**src/rtl/mwt_pkg.sv**
```systemverilog
// Shared types for the Manchester word transmitter.
package mwt_pkg;
    // Frame format resolved from the select inputs
    typedef enum logic [1:0] {
        MODE_NONE     = 2'd0,
        MODE_SHORT    = 2'd1,
        MODE_WORD     = 2'd2,
        MODE_WORD_PAR = 2'd3
    } frame_mode_e;
endpackage

```
**src/rtl/mwt_sync_edge.sv**
```systemverilog
// Synchronizes an asynchronous level and emits a one-cycle pulse on its
// rising edge. Assumes the input is held for at least one clock per level.
module mwt_sync_edge #(
    parameter int STAGES = 2
) (
    input  logic clk,
    input  logic rst_n,
    input  logic async_in,
    output logic rise_pulse
);
    logic [STAGES-1:0] chain;
    logic              last_q;

    // Capture the input through the synchronizer chain
    always_ff @(posedge clk) begin
        if (!rst_n) chain <= '0;
        else        chain <= {chain[STAGES-2:0], async_in};
    end

    // Remember the previous synchronized level for edge detection
    always_ff @(posedge clk) begin
        if (!rst_n) last_q <= 1'b0;
        else        last_q <= chain[STAGES-1];
    end

    assign rise_pulse = chain[STAGES-1] & ~last_q;

    // an edge produces exactly one start pulse
    assert_single_pulse_R7: assert property (@(posedge clk) disable iff (!rst_n)
        rise_pulse |=> !rise_pulse);
endmodule

```
**src/rtl/mwt_frame_sel.sv**
```systemverilog
// Resolves the three frame selects into one format with fixed priority:
// short word first, then 34-bit, then 35-bit; none set means no frame.
module mwt_frame_sel (
    input  logic                sel_short,
    input  logic                sel_34,
    input  logic                sel_35,
    output mwt_pkg::frame_mode_e mode
);
    import mwt_pkg::*;

    // Priority decode of the format selects
    always_comb begin
        if (sel_short)   mode = MODE_SHORT;
        else if (sel_34) mode = MODE_WORD;
        else if (sel_35) mode = MODE_WORD_PAR;
        else             mode = MODE_NONE;
    end
endmodule

```
**src/rtl/mwt_serializer.sv**
```systemverilog
// Captures the word registers on the load strobe and shifts the selected
// frame out as Manchester halves. Assumes load_n is synchronous to clk.
// Parity is accumulated serially over sync, identifier and data bits.
module mwt_serializer #(
    parameter int DATA_W    = 32,
    parameter int SHORT_W   = 4,
    parameter int HALF_CLKS = 2
) (
    input  logic                 clk,
    input  logic                 rst_n,
    input  logic                 load_n,
    input  logic [DATA_W-1:0]    word_in,
    input  logic                 sync_in,
    input  logic                 ident_in,
    input  logic [SHORT_W-1:0]   short_in,
    input  logic                 go,
    input  mwt_pkg::frame_mode_e mode,
    input  logic                 odd_par,
    output logic                 active,
    output logic                 enc
);
    import mwt_pkg::*;

    localparam int LONG_W = DATA_W + 2;
    localparam int BIT_W  = $clog2(LONG_W + 2);
    localparam int TICK_W = (HALF_CLKS > 1) ? $clog2(HALF_CLKS) : 1;

    logic                load_q;
    logic [DATA_W-1:0]   word_q;
    logic                sync_q;
    logic                ident_q;
    logic [SHORT_W-1:0]  short_q;

    logic [LONG_W-1:0]   long_sh;
    logic [SHORT_W-1:0]  short_sh;
    logic                short_mode_q;
    logic                with_par_q;
    logic                odd_q;
    logic [BIT_W-1:0]    len_q;
    logic [BIT_W-1:0]    bit_idx;
    logic [TICK_W-1:0]   tick;
    logic                half;
    logic                par_acc;
    logic                cur_bit;

    // Track previous load level to find its rising edge
    always_ff @(posedge clk) begin
        if (!rst_n) load_q <= 1'b1;
        else        load_q <= load_n;
    end

    // Capture the input registers on the load rising edge
    always_ff @(posedge clk) begin
        if (!rst_n) begin
            word_q  <= '0;
            sync_q  <= 1'b0;
            ident_q <= 1'b0;
            short_q <= '0;
        end else if (load_n && !load_q) begin
            word_q  <= word_in;
            sync_q  <= sync_in;
            ident_q <= ident_in;
            short_q <= short_in;
        end
    end

    // Select the bit in flight: short word, parity slot, or long shifter
    always_comb begin
        if (short_mode_q)
            cur_bit = short_sh[SHORT_W-1];
        else if (with_par_q && (bit_idx == BIT_W'(LONG_W)))
            cur_bit = par_acc ^ odd_q;
        else
            cur_bit = long_sh[LONG_W-1];
    end

    assign enc = cur_bit ^ half;

    // Frame controller: start, half-bit timing, shifting, parity, stop
    always_ff @(posedge clk) begin
        if (!rst_n || !load_n) begin
            active       <= 1'b0;
            long_sh      <= '0;
            short_sh     <= '0;
            short_mode_q <= 1'b0;
            with_par_q   <= 1'b0;
            odd_q        <= 1'b0;
            len_q        <= '0;
            bit_idx      <= '0;
            tick         <= '0;
            half         <= 1'b0;
            par_acc      <= 1'b0;
        end else if (!active) begin
            if (go && (mode != MODE_NONE)) begin
                active       <= 1'b1;
                long_sh      <= {sync_q, ident_q, word_q};
                short_sh     <= short_q;
                short_mode_q <= (mode == MODE_SHORT);
                with_par_q   <= (mode == MODE_WORD_PAR);
                odd_q        <= odd_par;
                case (mode)
                    MODE_SHORT:    len_q <= BIT_W'(SHORT_W);
                    MODE_WORD:     len_q <= BIT_W'(LONG_W);
                    default:       len_q <= BIT_W'(LONG_W + 1);
                endcase
                bit_idx      <= '0;
                tick         <= '0;
                half         <= 1'b0;
                par_acc      <= 1'b0;
            end
        end else if (tick == TICK_W'(HALF_CLKS - 1)) begin
            tick <= '0;
            if (!half) begin
                half <= 1'b1;
            end else begin
                half     <= 1'b0;
                par_acc  <= par_acc ^ cur_bit;
                long_sh  <= {long_sh[LONG_W-2:0], 1'b0};
                short_sh <= {short_sh[SHORT_W-2:0], 1'b0};
                if (bit_idx == len_q - 1'b1) active <= 1'b0;
                else                          bit_idx <= bit_idx + 1'b1;
            end
        end else begin
            tick <= tick + 1'b1;
        end
    end

    // the bit counter never runs past the selected frame length
    assert_len_bound_R8: assert property (@(posedge clk) disable iff (!rst_n)
        active |-> (bit_idx < len_q));

    // the parity slot is reached only in the parity-carrying format
    assert_parity_slot_R2: assert property (@(posedge clk) disable iff (!rst_n)
        (active && !short_mode_q && bit_idx == BIT_W'(LONG_W)) |-> with_par_q);

    // a short frame stays within the short word
    assert_short_len_R5: assert property (@(posedge clk) disable iff (!rst_n)
        (active && short_mode_q) |-> (bit_idx < BIT_W'(SHORT_W)));

    // the coded level holds for the whole of a half-bit
    assert_half_stable_R1: assert property (@(posedge clk) disable iff (!rst_n)
        (active && $past(active) && tick != '0) |-> $stable(enc));
endmodule

```
**src/rtl/mwt_out_steer.sv**
```systemverilog
// Steers the coded stream to the line or self-test pair and applies the
// rest levels. The inhibit override is purely combinational (asynchronous).
module mwt_out_steer (
    input  logic active,
    input  logic enc,
    input  logic tx_path,
    input  logic inhibit_n,
    output logic line_p,
    output logic line_n,
    output logic test_p,
    output logic test_n
);
    logic drive_line;
    logic drive_test;

    assign drive_line = active & tx_path & inhibit_n;
    assign drive_test = active & ~tx_path & inhibit_n;

    // Line pair: coded stream when selected, otherwise rests high
    always_comb begin
        line_p = drive_line ? enc  : 1'b1;
        line_n = drive_line ? ~enc : 1'b1;
    end

    // Self-test pair: coded stream when selected, otherwise rests low
    always_comb begin
        test_p = drive_test ? enc  : 1'b0;
        test_n = drive_test ? ~enc : 1'b0;
    end
endmodule

```
**src/rtl/manch_word_tx.sv**
```systemverilog
// Top of the Manchester word transmitter. Captures a word on the load
// strobe, starts a frame on a synchronized enable edge, and steers the
// coded stream to the line or self-test pair. Assumes load_n is synchronous.
module manch_word_tx #(
    parameter int DATA_W      = 32,
    parameter int SHORT_W     = 4,
    parameter int HALF_CLKS   = 2,
    parameter int SYNC_STAGES = 2
) (
    input  logic               clk,
    input  logic               rst_n,
    input  logic               load_n,
    input  logic [DATA_W-1:0]  word_in,
    input  logic               sync_in,
    input  logic               ident_in,
    input  logic [SHORT_W-1:0] short_in,
    input  logic               sel_short,
    input  logic               sel_34,
    input  logic               sel_35,
    input  logic               odd_par,
    input  logic               start,
    input  logic               tx_path,
    input  logic               inhibit_n,
    output logic               line_p,
    output logic               line_n,
    output logic               test_p,
    output logic               test_n,
    output logic               tx_idle
);
    import mwt_pkg::*;

    logic        go;
    logic        active;
    logic        enc;
    frame_mode_e mode;

    mwt_sync_edge #(.STAGES(SYNC_STAGES)) u_sync (
        .clk        (clk),
        .rst_n      (rst_n),
        .async_in   (start),
        .rise_pulse (go)
    );

    mwt_frame_sel u_sel (
        .sel_short (sel_short),
        .sel_34    (sel_34),
        .sel_35    (sel_35),
        .mode      (mode)
    );

    mwt_serializer #(
        .DATA_W    (DATA_W),
        .SHORT_W   (SHORT_W),
        .HALF_CLKS (HALF_CLKS)
    ) u_ser (
        .clk      (clk),
        .rst_n    (rst_n),
        .load_n   (load_n),
        .word_in  (word_in),
        .sync_in  (sync_in),
        .ident_in (ident_in),
        .short_in (short_in),
        .go       (go),
        .mode     (mode),
        .odd_par  (odd_par),
        .active   (active),
        .enc      (enc)
    );

    mwt_out_steer u_steer (
        .active    (active),
        .enc       (enc),
        .tx_path   (tx_path),
        .inhibit_n (inhibit_n),
        .line_p    (line_p),
        .line_n    (line_n),
        .test_p    (test_p),
        .test_n    (test_n)
    );

    assign tx_idle = ~active;

    // with no format selected an idle block stays idle
    assert_illegal_idle_R4: assert property (@(posedge clk) disable iff (!rst_n)
        (tx_idle && !sel_short && !sel_34 && !sel_35 && load_n) |=> tx_idle);

    // holding load low returns the block to idle
    assert_load_clear_R6: assert property (@(posedge clk) disable iff (!rst_n)
        !load_n |=> tx_idle);

    // rest levels on both pairs when no frame is in flight
    assert_rest_levels_R11: assert property (@(posedge clk) disable iff (!rst_n)
        tx_idle |-> (line_p && line_n && !test_p && !test_n));

    // during a line frame the line pair is complementary, test pair low
    assert_line_pair_R9: assert property (@(posedge clk) disable iff (!rst_n)
        (!tx_idle && tx_path && inhibit_n) |-> ((line_p != line_n) && !test_p && !test_n));

    // inhibit forces rest levels regardless of the frame
    assert_inhibit_R10: assert property (@(posedge clk) disable iff (!rst_n)
        !inhibit_n |-> (line_p && line_n && !test_p && !test_n));
endmodule

```
**config.mk**
```make
export PLATFORM = sky130hd
export DESIGN_NAME = manch_word_tx
export DESIGN_NICKNAME = d
export VERILOG_FILES = /design/src/rtl/mwt_pkg.sv /design/src/rtl/mwt_sync_edge.sv /design/src/rtl/mwt_frame_sel.sv /design/src/rtl/mwt_serializer.sv /design/src/rtl/mwt_out_steer.sv /design/src/rtl/manch_word_tx.sv
export SDC_FILE = /design/constraint.sdc
export NUM_CORES = 1
export LEC_CHECK = 0
export BUFFER_PORTS_ARGS = -buffer_cell sky130_fd_sc_hd__buf_2
export CAP_MARGIN = 25
export CORE_ASPECT_RATIO = 0.9
export CORE_MARGIN = 4
export CORE_UTILIZATION = 43
export DETAILED_ROUTE_END_ITERATION = 16
export SYNTH_ARGS = -nofsm -noshare
export SYNTH_HDL_FRONTEND = slang
export SYNTH_HIERARCHICAL = 1
export SYNTH_SLANG_ARGS = --single-unit
```
**constraint.sdc**
```tcl
create_clock -name clk -period 3.2 [get_ports clk]
set_clock_uncertainty 0.2 [all_clocks]
set_input_delay 0.32 -clock clk [delete_from_list [all_inputs] [get_ports clk]]
set_output_delay 0.32 -clock clk [all_outputs]
set_load 0.1 [all_outputs]
```
# == Word level (Yosys, flattened, before mapping) ==
# Cells that the tools add are included.
# W data, S select, Z words.
# classes
n_addsub,3
n_eq_ne,8
mux,37
bitwise_logic,12
n_reduce_logical,13
# ops
cell,count
$mux W34,4
$mux W6,5
$mux W1,20
$mux W4,4
$pmux W6 S2,1
$add A6 B1 Y6 const B,1
$eq A6 B6 Y1,1
$eq A6 B6 Y1 const B,1
$mux W2,3
$ne A2 B2 Y1 const B,3
$sub A6 B1 Y6 const B,1
$and A1 B1 Y1,5
$eq A2 B2 Y1 const B,2
$not A1 Y1,4
$reduce_and A2 Y1,2
$reduce_and A4 Y1,1
$reduce_bool A2 Y1,2
$logic_and A1 B1 Y1,3
$logic_not A1 Y1,3
$reduce_and A3 Y1,1
$xor A1 B1 Y1,3
$eq A2 B1 Y1 const B,1
$add A1 B1 Y1 const B,1
$logic_or A1 B1 Y1,1
# word_totals
register_bits,99
input_bits,48
out_inout_bits,5
wordCells,91

# == Depth between registers and ports, before layout ==
# logic_depth
depth_word,8
ltp_mapped,11
depth_no_buf,9

# == Hierarchy ==
# The synthesis kept the hierarchy.
# modules_own_cells
module,n_inst,cells_per_inst,area_per_inst_um2,seq_area_each_um2
mwt_serializer,1,442,3961.3,1841.8
mwt_sync_edge,1,7,92.6,60.1
mwt_out_steer,1,4,38.8,0.0
mwt_frame_sel,1,4,18.8,0.0
manch_word_tx,1,1,3.8,0.0

# == Worst setup path after synthesis ==
# Ideal clock, no wire load.
# synth_path
path_kind,register to output
startpoint,register u_ser.bit_idx[1]
endpoint,output line_n
arrival_ps,2319
required_ps,2680
setup_slack_ps,361
path_stages_with_launch,7
n_path_buf,0
path_cell_list,dfxtp_1 ha_1 nand2b_1 or4_1 nand3_1 xor2_1 nand4_1
# synth_via
elab_chain_cells,7
# synth_rtl
item,line,text
"start, declared",mwt_serializer.sv:40,logic [BIT_W-1:0] bit_idx;
"start signal, assigned",mwt_serializer.sv:121,else bit_idx <= bit_idx + 1'b1;
$eq A6 B6 Y1,mwt_serializer.sv:71,else if (with_par_q && (bit_idx == BIT_W'(LONG_W)))
$logic_and A1 B1 Y1,mwt_serializer.sv:71,
$mux W1,mwt_serializer.sv:71,
$mux W1,mwt_serializer.sv:69,if (short_mode_q)
$xor A1 B1 Y1,mwt_serializer.sv:77,assign enc = cur_bit ^ half;
net enc,manch_word_tx.sv:34,logic enc;
$not A1 Y1,mwt_out_steer.sv:22,line_n = drive_line ? ~enc : 1'b1;
$mux W1,mwt_out_steer.sv:22,
"end, declared",manch_word_tx.sv:25,"output logic line_n,"
# The timed path passes the listed nets, and every way through them passes these cells.

# == Worst setup path in the final report ==
# layout_path
startpoint,register u_ser.bit_idx[1]
endpoint,output test_n
# layout_via
elab_chain_cells,7
# layout_rtl
item,line,text
$eq A6 B6 Y1,mwt_serializer.sv:71,
$logic_and A1 B1 Y1,mwt_serializer.sv:71,
$mux W1,mwt_serializer.sv:71,
$mux W1,mwt_serializer.sv:69,
$xor A1 B1 Y1,mwt_serializer.sv:77,
net enc,manch_word_tx.sv:34,
$not A1 Y1,mwt_out_steer.sv:28,test_n = drive_test ? ~enc : 1'b0;
$mux W1,mwt_out_steer.sv:28,
"end, declared",manch_word_tx.sv:27,"output logic test_n,"
# The timed path passes the listed nets, and every way through them passes these cells.

==> flow_metrics.tcl <==
set metrics [dict create \
    status "finished, final reports clean" \
    synth_ff_type "dfxtp_1" \
    antennaDiodeCount 0 \
    first_global_vias 3165 \
    finalWorstPathRequiredPeriod_ns 2.98 \
    synthCells 458 \
    clk_pin_slew_worst_paths_ns 0.10 \
    die_area_sq_mm 0.0112 \
    timing_worst_slew_pin_value_ns 0.525 \
    port-buffer-count 52 \
    cts_sinks 95 \
    start_kind "flip-flop" \
    layout-drive-gt1-share 0.164 \
    wl_per_cell_um 13.1 \
    drt_iter0_drc 113 \
    synth_top_cell_area_share 0.462 \
    critical_path_peak_fanout 6 \
    final.fill_count 897 \
    synth_sequential_area_ratio 0.462 \
    vdd_drop_max_mv 0.229 \
    global_route.usage.total 0.156 \
    globalRouteOverflowTotal 0 \
    totalWireLength_mm 8.30 \
    fin_worst_hold_slack_ns 0.0113 \
    synth.lib_cells_used.distinct 43 \
    crit_arrival_ns 2.46 \
    detail-route-antenna-nets 0 \
    antenna_found_initial 0 \
    met2RoutedLength_mm 3.92 \
    max_freq_ghz 0.336 \
    power_density_mw_per_mm2 447 \
    synth.top_cells.by_area "dfxtp_1 (46%), mux2i_1 (9.2%), nand2_1 (8.0%), a211oi_1 (6.9%), a21boi_0 (6.9%)" \
    synth-async-reset-ratio 0 \
    hold_violations 0 \
    yosys_register_bits 95 \
    post_synth_fa_ha_maj_area_fraction 0.0243 \
    cts_buffers 9 \
    synth_compound_area_frac 0.176 \
    post-route-period-util 0.931 \
    setup-tns-final_ns 0 \
    average_vias_per_placed_instance 4.99 \
    clk_path_buf_depth 2 \
    crit_path_end_kind "output port" \
    number_of_flops_mapped_to_enable_cells_by_yosys 0 \
    synth_most_common_cell "dfxtp_1" \
    first_pass_iters 4 \
    worstRegToRegCells 8 \
    ioPinCount 53 \
    synth_xor_xnor_area_share 0.0234 \
    report.power.total_w 0.00212 \
    synthesis.area_sq_mm 0.00412 \
    wire_length_of_the_first_global_routing_pass_mm 14.5 \
    ys.warnings.count 6 \
    area.sequential_sq_mm 0.00190 \
    avgSynthCellArea_sq_um 8.99 \
    largest_net_degree_at_the_start_of_global_routing 73 \
    dr_total_vias 3171 \
    die_x_um 111 \
    synthTopCellsByCount "dfxtp_1 (95), nand2_1 (88), nor2_1 (46)" \
    clock_tree_root_buffer_cell "clkbuf_8" \
    initial_core_util 0.447 \
    critical_path_required_ns 2.68 \
    htree_num_levels 3 \
    met1Wirelength_mm 4.10 \
    muxShareOfSynthArea 0.0924 \
    highest_metal_used "met4" \
    multi_input_comb_area_sq_mm 0.00203 \
    dominant_combinational_cell_family_by_area_after_synthesis "simple AND/OR/NAND/NOR gates" \
    cts_tree "yes" \
    power.leakage_nw 1.63 \
    hold_class "primary input to flip-flop" \
    drv_slew 0 \
    timing.slew.headroom 0.648 \
    grt_setup_unrepaired "no" \
    synth_fp_nets 514 \
    cts.repair_timing.setup_buffer_count 0 \
    std_cell_rows 33 \
    setup_viol 0 \
    area_growth_pct 15.4 \
    worst_skew_pair.late_latency_ns 0.35 \
    die-height_um 101 \
    drt_drc_violations_left 0 \
    max_cap_violations 0 \
    worst_hold_path.num_cells 3 \
    synth_simple_gate_area_frac 0.178 \
    met3_wirelength_um 238 \
    design.final.nets 564 \
    critical_path_class "flip-flop to output port" \
    place_hpwl_mm 5.40 \
    core-area_sq_mm 0.00921 \
    globalplace.congestion 0.855 \
    post-synth-top-area-cell "dfxtp_1" \
]
## sequential cells by signal, indices dropped and copies added (netlist names), 2 cells and up
name and count:
u_ser/short_sh 4, u_ser/len_q 3, u_ser/bit_idx 6, u_ser/short_q 4
u_ser/word_q 32, u_sync/chain 2, u_ser/long_sh 34
## per-layer routing
| metal | vias up | global-route usage |
|---|---|---|
| met5 | - | 0 |
| met4 | 0 | 0.0533 |
| met3 | 4 | 0.0306 |
| met2 | 42 | 0.270 |
| met1 | 1451 | 0.196 |
| li1 | 1674 | - |
## per-stage QoR
step,instance area [sq um],instances,util,setup WS [ns]
2_1_floorplan,4120,458,-,0.361
3_3_place_gp,4460,609,0.485,0.583
3_5_place_dp,4460,609,0.485,0.502
4_1_cts,4740,635,0.515,0.106
5_1_grt,4750,635,0.516,0.0304
6_report,4750,635,0.516,0.221
## where the power goes
part / leakage (nW) / switching, W / internal (W)
Combinational: 0.781 / 0.0000967 / 0.0000795
Sequential: 0.770 / 0.0000150 / 0.00121
Clock: 0.0824 / 0.000429 / 0.000290
## placed cells by master (no fill, tap or decap), drive strengths merged, types with 2 or more instances in the layout
cell         instances
mux2i               38
clkinvlp             3
dlygate4sd3         10
nor2                46
a21boi              38
a22oi                3
dfxtp               95
clkbuf              10
or3                  4
a21oi                6
clkinv               2
nand2b               3
nand4                2
xor2                 7
o21ai                2
a21o                 2
nor2b                3
ha                   8
xnor2                4
and2                 4
o2111ai              2
nand2               89
nand3                7
inv                 11
buf                 60
a211oi              38
o31ai                3
## cell families (layout without fill, tap and decap cells)
| kind of cell | after synthesis | in the layout |
|---|---|---|
| flip-flops | 95 | 95 |
| multiplexers | 38 | 38 |
| adder cells (fa/ha/maj) | 8 | 8 |
| XOR/XNOR | 11 | 11 |
| AND/OR/NAND/NOR | 167 | 167 |
| buffers and inverters | 41 | 96 |
| AO/OA/AOI/OAI | 98 | 98 |
## worst paths after layout
| check | startpoint | to | slack (ns) |
|---|---|---|---|
| hold reg to reg | u_sync/chain[0] | u_sync/chain[1] | 0.24 |
| setup reg to reg | u_ser/len_q[0] | u_ser/bit_idx[3] | 0.75 |
| hold / removal | word_in[8] | u_ser/word_q[8] | 0.01 |
| setup / recovery | u_ser/bit_idx[1] | test_n | 0.22 |
## layout make-up
class / instances / share of cell area
multi-input combinational: 322 / 0.428
sequential: 95 / 0.401
timing repair buffer: 71 / 0.0933
tap: 122 / 0.0322
clock buffer: 9 / 0.0261
clock inverter: 7 / 0.0121
inverter: 9 / 0.00712
## critical path, cell delays in order (launching register included)
cell      delay (ns)
dfxtp_1         0.44
ha_1            0.18
nand2b_1        0.07
or4_1           0.50
nand3_1         0.10
xor2_1          0.09
and4bb_2        0.29
buf_2           0.42
## what timing repair did
action	CTS	global route
gates resized for setup	0	1
setup endpoints to repair	0	1
endpoints found under the hold margin	10	0
hold buffers	10	0
Power figures use the tool's default switching activity.
